[config.mk]
export PLATFORM = sky130hd
export DESIGN_NAME = ptb_top
export DESIGN_NICKNAME = d
export VERILOG_FILES = /design/src/rtl/ptb_pkg.sv /design/src/rtl/ptb_store.sv /design/src/rtl/ptb_match.sv /design/src/rtl/ptb_top.sv
export SDC_FILE = /design/constraint.sdc
export NUM_CORES = 2
export LEC_CHECK = 0
export ABC_AREA = 1
export BUFFER_PORTS_ARGS = -buffer_cell sky130_fd_sc_hd__buf_2
export CORE_MARGIN = 10
export CORE_UTILIZATION = 36
export CTS_CLUSTER_DIAMETER = 100
export DETAILED_ROUTE_END_ITERATION = 16
export PLACE_DENSITY = 0.54
export SYNTH_ARGS = -nofsm -noshare
export SYNTH_HDL_FRONTEND = slang
export SYNTH_SLANG_ARGS = --single-unit
[constraint.sdc]
create_clock -name clk -period 7.75 [get_ports clk]
set_input_delay 0 -clock clk [delete_from_list [all_inputs] [get_ports clk]]
set_output_delay 0 -clock clk [all_outputs]
set_load 0.02 [all_outputs]
[src/rtl/ptb_pkg.sv]
package ptb_pkg;
    localparam int VA_W       = 32;
    localparam int PAGE_SHIFT = 12;
    localparam int MASK_W     = 12;
    localparam int ASID_W     = 8;
    localparam int PFN_W      = VA_W - PAGE_SHIFT;
    localparam int VPN2_W     = VA_W - PAGE_SHIFT - 1;

    typedef enum logic [1:0] {
        RES_MATCH    = 2'b00,
        RES_NOMATCH  = 2'b01,
        RES_INVALID  = 2'b10,
        RES_MODIFIED = 2'b11
    } res_code_e;

    typedef struct packed {
        logic [VPN2_W-1:0] vpn2;
        logic [ASID_W-1:0] asid;
        logic              glob;
        logic [MASK_W-1:0] mask;
        logic [PFN_W-1:0]  pfn0;
        logic              v0;
        logic              d0;
        logic [PFN_W-1:0]  pfn1;
        logic              v1;
        logic              d1;
    } ptb_entry_t;

    typedef struct packed {
        res_code_e       code;
        logic [VA_W-1:0] pa;
        logic            wr_ok;
    } ptb_result_t;
endpackage

[src/rtl/ptb_store.sv]
module ptb_store
    import ptb_pkg::*;
#(
    parameter int NUM_ENT = 16,
    localparam int IDX_W  = $clog2(NUM_ENT)
) (
    input  logic             clk,
    input  logic             rst_n,
    input  logic             wr_en,
    input  logic [IDX_W-1:0] wr_idx,
    input  ptb_entry_t       wr_ent,
    output ptb_entry_t       ent_q [NUM_ENT]
);
    ptb_entry_t ent_d [NUM_ENT];

    always_comb begin
        for (int i = 0; i < NUM_ENT; i++) begin
            ent_d[i] = ent_q[i];
        end
        if (wr_en) begin
            ent_d[wr_idx] = wr_ent;
        end
    end

    always_ff @(posedge clk) begin
        for (int i = 0; i < NUM_ENT; i++) begin
            if (!rst_n) ent_q[i] <= '0;
            else        ent_q[i] <= ent_d[i];
        end
    end

    AST_WRITE_LANDS: assert property (@(posedge clk) disable iff (!rst_n)
        wr_en |=> ent_q[$past(wr_idx)] == $past(wr_ent));
endmodule

[src/rtl/ptb_match.sv]
module ptb_match
    import ptb_pkg::*;
#(
    parameter int NUM_ENT = 16
) (
    input  logic              clk,
    input  logic              rst_n,
    input  ptb_entry_t        ent [NUM_ENT],
    input  logic [VA_W-1:0]   lk_va,
    input  logic [ASID_W-1:0] lk_asid,
    output logic              hit_any,
    output logic              half_v,
    output logic              half_d,
    output logic [PFN_W-1:0]  half_pfn,
    output logic [VA_W-1:0]   half_offs
);
    localparam int LOW_W = PAGE_SHIFT + 1;

    logic [NUM_ENT-1:0] hit;
    logic [NUM_ENT-1:0] odd;
    logic [NUM_ENT-1:0] sel;
    logic [VA_W-1:0]    offs [NUM_ENT];

    for (genvar g = 0; g < NUM_ENT; g++) begin : g_ent
        logic [VA_W-1:0] eff;
        logic [VA_W-1:0] ent_va;
        always_comb begin
            eff = '0;
            eff[LOW_W-1:0] = '1;
            eff[LOW_W+MASK_W-1:LOW_W] = ent[g].mask;
            ent_va = '0;
            ent_va[VA_W-1:LOW_W] = ent[g].vpn2;
        end
        assign hit[g]  = (ent[g].glob || (ent[g].asid == lk_asid)) &&
                         ((lk_va & ~eff) == (ent_va & ~eff));
        assign odd[g]  = |(lk_va & eff & ~(eff >> 1));
        assign offs[g] = lk_va & (eff >> 1);
    end

    always_comb begin
        logic found;
        found = 1'b0;
        sel   = '0;
        for (int i = 0; i < NUM_ENT; i++) begin
            if (hit[i] && !found) begin
                sel[i] = 1'b1;
                found  = 1'b1;
            end
        end
    end

    always_comb begin
        hit_any   = |hit;
        half_v    = 1'b0;
        half_d    = 1'b0;
        half_pfn  = '0;
        half_offs = '0;
        for (int i = 0; i < NUM_ENT; i++) begin
            if (sel[i]) begin
                half_v    = odd[i] ? ent[i].v1   : ent[i].v0;
                half_d    = odd[i] ? ent[i].d1   : ent[i].d0;
                half_pfn  = odd[i] ? ent[i].pfn1 : ent[i].pfn0;
                half_offs = offs[i];
            end
        end
    end

    AST_SEL_ONEHOT: assert property (@(posedge clk) disable iff (!rst_n)
        $onehot0(sel));
    AST_SEL_FROM_HIT: assert property (@(posedge clk) disable iff (!rst_n)
        (|hit) |-> ((sel & hit) == sel) && (sel != '0));
endmodule

[src/rtl/ptb_top.sv]
module ptb_top
    import ptb_pkg::*;
#(
    parameter int NUM_ENT = 16,
    localparam int IDX_W  = $clog2(NUM_ENT)
) (
    input  logic              clk,
    input  logic              rst_n,
    input  logic              wr_en,
    input  logic [IDX_W-1:0]  wr_idx,
    input  logic [VPN2_W-1:0] wr_vpn2,
    input  logic [ASID_W-1:0] wr_asid,
    input  logic              wr_global,
    input  logic [MASK_W-1:0] wr_mask,
    input  logic [PFN_W-1:0]  wr_pfn0,
    input  logic              wr_v0,
    input  logic              wr_d0,
    input  logic [PFN_W-1:0]  wr_pfn1,
    input  logic              wr_v1,
    input  logic              wr_d1,
    input  logic [VA_W-1:0]   lk_va,
    input  logic [ASID_W-1:0] lk_asid,
    input  logic              lk_write,
    output logic [1:0]        res_code,
    output logic [VA_W-1:0]   res_pa,
    output logic              res_wr_ok
);
    ptb_entry_t       wr_ent;
    ptb_entry_t       ent_q [NUM_ENT];
    logic             hit_any;
    logic             half_v;
    logic             half_d;
    logic [PFN_W-1:0] half_pfn;
    logic [VA_W-1:0]  half_offs;
    ptb_result_t      res_d;
    ptb_result_t      res_q;

    assign wr_ent = '{vpn2: wr_vpn2, asid: wr_asid, glob: wr_global,
                      mask: wr_mask, pfn0: wr_pfn0, v0: wr_v0, d0: wr_d0,
                      pfn1: wr_pfn1, v1: wr_v1, d1: wr_d1};

    ptb_store #(.NUM_ENT(NUM_ENT)) i_store (
        .clk    (clk),
        .rst_n  (rst_n),
        .wr_en  (wr_en),
        .wr_idx (wr_idx),
        .wr_ent (wr_ent),
        .ent_q  (ent_q)
    );

    ptb_match #(.NUM_ENT(NUM_ENT)) i_match (
        .clk       (clk),
        .rst_n     (rst_n),
        .ent       (ent_q),
        .lk_va     (lk_va),
        .lk_asid   (lk_asid),
        .hit_any   (hit_any),
        .half_v    (half_v),
        .half_d    (half_d),
        .half_pfn  (half_pfn),
        .half_offs (half_offs)
    );

    always_comb begin
        res_d = '{code: RES_NOMATCH, pa: '0, wr_ok: 1'b0};
        if (hit_any) begin
            if (!half_v) begin
                res_d.code = RES_INVALID;
            end else if (lk_write && !half_d) begin
                res_d.code = RES_MODIFIED;
            end else begin
                res_d.code  = RES_MATCH;
                res_d.pa    = {half_pfn, {PAGE_SHIFT{1'b0}}} | half_offs;
                res_d.wr_ok = half_d;
            end
        end
    end

    always_ff @(posedge clk) begin
        if (!rst_n) res_q <= '{code: RES_NOMATCH, pa: '0, wr_ok: 1'b0};
        else        res_q <= res_d;
    end

    assign res_code  = res_q.code;
    assign res_pa    = res_q.pa;
    assign res_wr_ok = res_q.wr_ok;

    AST_FAULT_NO_XLATE: assert property (@(posedge clk) disable iff (!rst_n)
        (res_code != RES_MATCH) |-> (res_pa == '0) && !res_wr_ok);
    AST_STORE_NEEDS_DIRTY: assert property (@(posedge clk) disable iff (!rst_n)
        ($past(lk_write) && res_code == RES_MATCH) |-> res_wr_ok);
    AST_OFFSET_PASSES: assert property (@(posedge clk) disable iff (!rst_n)
        (res_code == RES_MATCH) |-> res_pa[PAGE_SHIFT-1:0] == $past(lk_va[PAGE_SHIFT-1:0]));
    AST_LOAD_NOT_MODIFIED: assert property (@(posedge clk) disable iff (!rst_n)
        !$past(lk_write) |-> res_code != RES_MODIFIED);
endmodule

# After elaboration in Yosys (flattened, before gate mapping)
# Index checks and enable logic that the tools add are counted.
# op_classes
order_cmp,2
eq_ne,32
n_mux,147
bitwise,117
reduce_logical,84
# op_table
operator,n
bitwise AND 32 bit,48
bitwise mux 1344 bit,1
two-way mux 20 bit,32
bitwise AND 32 x 24 -> 32 bit,16
bitwise AND 32 x 25 -> 32 bit,16
== test 32 bit,16
two-way mux 32 bit,16
inverter 24 -> 32 bit,16
inverter 25 -> 32 bit,16
OR reduction 32 bit,16
demux 84 bit (select 4 bit),1
== test 8 bit,16
two-way mux 1 bit,94
two-way mux 84 bit,1
logical AND 1 bit,33
OR 32 bit,1
zero test 1 bit,16
logical OR 1 bit,16
OR reduction 16 bit,1
greater-or-equal comparator 5 bit (second input constant),1
less-than comparator 5 x 1 -> 1 bit (second input constant),1
inverter 4 -> 5 bit,1
two-way mux 2 bit,2
OR reduction 4 bit,1
other kinds (2),4
# totals
regBits,1379
in_bits,132
elab_cells,545

# Longest topological paths before layout
# depth
depth_word,55
depth_mapped,34
ltp_nobuf,31

# By module
# Synthesis repeated with hierarchy kept, for this count alone.
# unflattened
hier_cells,11822
area_unflattened_um2,73111.4
# modules_own_cells
module,instances,cells_each,area_each_um2
ptb_store,1,7719,52221.3
ptb_match,1,3991,19781.5
ptb_top,1,112,1108.6

# Worst setup path after synthesis
# No wires, ideal clock.
# synth_timing
path_type,register to register
from,"reg, netlist name i_store.ent_q[1007]"
to,reg res_q (netlist bit res_pa[19])
arrival_ns,2.390
t_required_ns,7.641
setup_slack_ns,5.251
path_stages_with_launch,24
synth_period_minus_slack_ns,2.499
cell_sequence,dfxtp_1 > xor2_1 > nor3_2 > nand3_1 > nor2_1 > nand3_2 > nor3_4 > inv_2 > buf_2 > buf_4 > o211ai_1 > nand3_1 > nand3_1 > nand3_1 > a21oi_1 > nand2_1 > nand2_1 > nand2_1 > nand2_1 > nand2_1 > nand2_1 > nand2_1 > nand2_1 > inv_1
# synth_between
elab_chain_len,42
# synth_lines
element,line,text
bitwise AND 32 bit (*),ptb_match.sv:35,((lk_va & ~eff) == (ent_va & ~eff));
== test 32 bit (*),ptb_match.sv:35,
logical AND 1 bit (*),ptb_match.sv:34,assign hit[g] = (ent[g].glob || (ent[g].asid == lk_asid)) &&
logical AND 1 bit,ptb_match.sv:45,if (hit[i] && !found) begin
two-way mux 1 bit,ptb_match.sv:45,
zero test 1 bit,ptb_match.sv:45,
logical AND 1 bit,ptb_match.sv:45,
two-way mux 1 bit,ptb_match.sv:45,
[... 26 more ...],-,
two-way mux 1 bit,ptb_match.sv:45,
zero test 1 bit,ptb_match.sv:45,
logical AND 1 bit,ptb_match.sv:45,
two-way mux 1 bit,ptb_match.sv:45,
two-way mux 1 bit,ptb_match.sv:59,if (sel[i]) begin
zero test 1 bit,ptb_top.sv:69,end else if (lk_write && !half_d) begin
logical AND 1 bit,ptb_top.sv:69,
OR reduction 4 bit (no line),-,
end signal: assignment,ptb_top.sv:80,"if (!rst_n) res_q <= '{code: RES_NOMATCH, pa: '0, wr_ok: 1'b0};"
end signal: assignment,ptb_top.sv:81,else res_q <= res_d;
end: declaration,ptb_top.sv:36,ptb_result_t res_q;
# Mark *: on every way between the ends. The rest lies on a longest branch, timed or not.
# A chain may end at the register's enable or synchronous reset.

# Worst setup path in the final report
# layout_timing
from,"reg, netlist name i_store.ent_q[1307]"
to,reg res_q (netlist bit res_wr_ok)
# layout_between
elab_chain_len,54
# layout_lines
element,line
inverter 25 -> 32 bit,ptb_match.sv:35
bitwise AND 32 bit,ptb_match.sv:35
== test 32 bit,ptb_match.sv:35
logical AND 1 bit,ptb_match.sv:34
two-way mux 1 bit,ptb_match.sv:45
zero test 1 bit,ptb_match.sv:45
logical AND 1 bit,ptb_match.sv:45
two-way mux 1 bit,ptb_match.sv:45
[... 38 more ...],-
two-way mux 1 bit,ptb_match.sv:45
zero test 1 bit,ptb_match.sv:45
logical AND 1 bit,ptb_match.sv:45
two-way mux 1 bit,ptb_match.sv:45
two-way mux 1 bit,ptb_match.sv:59
zero test 1 bit,ptb_top.sv:69
logical AND 1 bit,ptb_top.sv:69
OR reduction 4 bit (no line),-
# Several ways; a longest one is shown, not always the timed one.

==> results.cfg <==
[status]
status = finished, final reports clean

[global_routing]
grt_max_degree = 257
grt_pass1_vias = 56400
grt_first_pass_wirelength_mm = 375
grt_use_total = 0.246
grt_antenna_before_repair = 6
overflow = 0

[timing]
grt_setup_unrepaired = false
setup_viol_count_final = 0
setup_slack_ns = 2.74
clock.fmax_mhz = 200
hold_violations = 0
slew_viol_final = 0
worst_hold_slack_ns = 0.104
finalClockSkew_ns = 0.0423
fin_setup_tns_ns = 0
fin_crit_sh = 0.647
slew_headroom = 0.153
fin_crit_ns = 5.01
worst_pin_slew_ns = 1.26

[synth]
synth-seq-area-share = 0.430
syn_area_um2 = 64200
syn_avg_cell_area_um2 = 6.86
synth_top_cell_by_area = dfxtp_1
synth_cell_types = 56
netlist.area_leader.share = 0.430
ys_top_cells_by_area = dfxtp_1 (43%), o21ai_0 (14%), a21oi_1 (8.2%), nor2_1 (7.5%), nand2_1 (6.5%)
yosysWarnings = 0
synthCells = 9358
synth-seq-cells = 1379
async_reset_ff_frac = 0
synth_common_cells = o21ai_0 (1810), dfxtp_1 (1379), nor2_1 (1290)
synth_edf_count = 0
yosysMostFrequentCell = o21ai_0
synth_fp_nets = 9490
synth_ff_type = dfxtp_1

[critical_path]
r2r_cells = 26
slowest_delay_ns = 0.55
worst_path_max_delay_cell = nand4_4
critPathKind = flop to flop
worstSetupEndpointType = flop
crit_cells = 26
start_kind = flop
path_buf_inv = 4
cp_max_fo = 38
arrival_ns = 5.72
worst_path_most_repeated_cell = nand2_1
cp.required_ns = 8.46
crit_family = simple AND/OR/NAND/NOR gates

[route]
drc = 0
top_layer = met4
routed_wl_mm = 253
drt_iter0_markers = 6556
drt-pass1-iter-count = 6
wire_per_inst_um = 21.8
met1_length_mm = 110
met3WireLength_mm = 18.5
vias_per_cell = 5.33
vias = 61900
ant_nets = 0
wl_met2_mm = 116

[cells_and_area]
multi_input_area_um2 = 29700
seqCellArea_um2 = 27600
final_layout_size_suffix_gt1_frac = 0.0660
final_net_count = 9278
fill_cells = 18400
design_area_um2 = 72000
area_delta_synth_final_pct = 12.3

[placement]
gp_congestion = 0.931
port_buffers = 166
dp_hpwl_mm = 166
pre_cts_ws_ns = 2.23
dpl_cell_area_um2 = 65600

[floorplanning]
dieArea_um2 = 196000
core_area_um2 = 177000
io_pins = 167
die_h_um = 442
fp.dieW_um = 442
start_util = 0.363
rows = 154

[clock_tree]
cts_sinks = 1379
postCtsHoldBufs = 112
cts_setup_buffers = 0
root_buffer = clkbuf_16
clk_pin_slew_ns = 0.06
post_cts_resized = 0
cts_tree = built
htree_levels = 4
cts_buffers = 157
clockBufferDepth = 3
clock_latency_ns = 0.81

[power]
total_power_uw = 16300
cellPowerDensity_nw_per_um2 = 227
max-vdd-ir-drop_v = 0.000191
p_leak_uw = 0.0279

[hold_path]
worstHoldPathCells = 4
hold_class = input pin to flop

[flow_run]
cap_violations = 0
==> placed cells by master (no fill, tap or decap), drive strengths merged, types with 8 or more instances in the layout <==
cell type and count:
o21ai 1834, dfxtp 1379, nor2 1295, nand2 1117, a21oi 1052, inv 1019
buf 258, nand3 227, clkbuf 226, nor3 182, dlygate4sd3 112, xnor2 102
nand4 80, o211ai 65, xor2 64, nor4 55, clkinv 47, o22ai 39
a22oi 32, or2 23, bufinv 10, nand3b 8
==> state kept, by name (all words and copies together) (netlist names) <==
| signal | flops |
|---|---|
| res_code | 2 |
| res_pa | 32 |
| i_store.ent_q | 1344 |
| res_wr_ok | 1 |
==> worst reg2reg max path, delay by kind of cell, from the launching register on <==
| kind | cells | cell delay (ns) |
|---|---|---|
| buf+inv | 4 | 1.11 |
| flops | 1 | 0.31 |
| compound gates | 1 | 0.39 |
| simple gates | 21 | 3.12 |
==> power by group <==
group	internal (uW)	switching, uW	leakage, uW	total [uW]
clock network	4410	3230	0.00260	7640
registers	7240	84.2	0.0112	7330
logic	357	1020	0.0141	1380
==> metal layers <==
| layer | up-vias | global-route usage |
|---|---|---|
| met3 | 445 | 0.0374 |
| met1 | 29000 | 0.332 |
| met2 | 2325 | 0.401 |
| met5 | - | 0 |
| met4 | 0 | 0.0823 |
| li1 | 30200 | - |
==> per-stage QoR <==
stage          instances   util
2_1_floorplan       9358      -
3_3_place_gp       11200  0.372
3_5_place_dp       11200  0.372
4_1_cts            11600  0.408
5_1_grt            11600  0.408
6_report           11600  0.408
==> cells by family after synthesis <==
kind of cell,share of synthesized area
XOR/XNOR,0.0227
buffers and inverters,0.110
AND/OR/NAND/NOR,0.192
flip-flops,0.430
multiplexers,0.000468
AO/OA/AOI/OAI,0.245
==> area by class of cell <==
class	count	share of cell area
diodes	7	0.000243
clock buffers	226	0.0626
clock inverters	60	0.0104
inverters	1017	0.0536
multi-input cells	6221	0.412
flip-flops and latches	1379	0.383
well taps	2340	0.0406
repair buffers	370	0.0375
==> final timing paths <==
| kind | from | to | slack, ns |
|---|---|---|---|
| worst min register to register | i_store.ent_q[294] | i_store.ent_q[294] | 0.44 |
| worst min-delay path | wr_idx[3] | i_store.ent_q[264] | 0.10 |
| worst max register to register | i_store.ent_q[1307] | res_wr_ok | 2.74 |
| worst max-delay path | i_store.ent_q[1307] | res_wr_ok | 2.74 |
(Power assumes the default switching activity.)
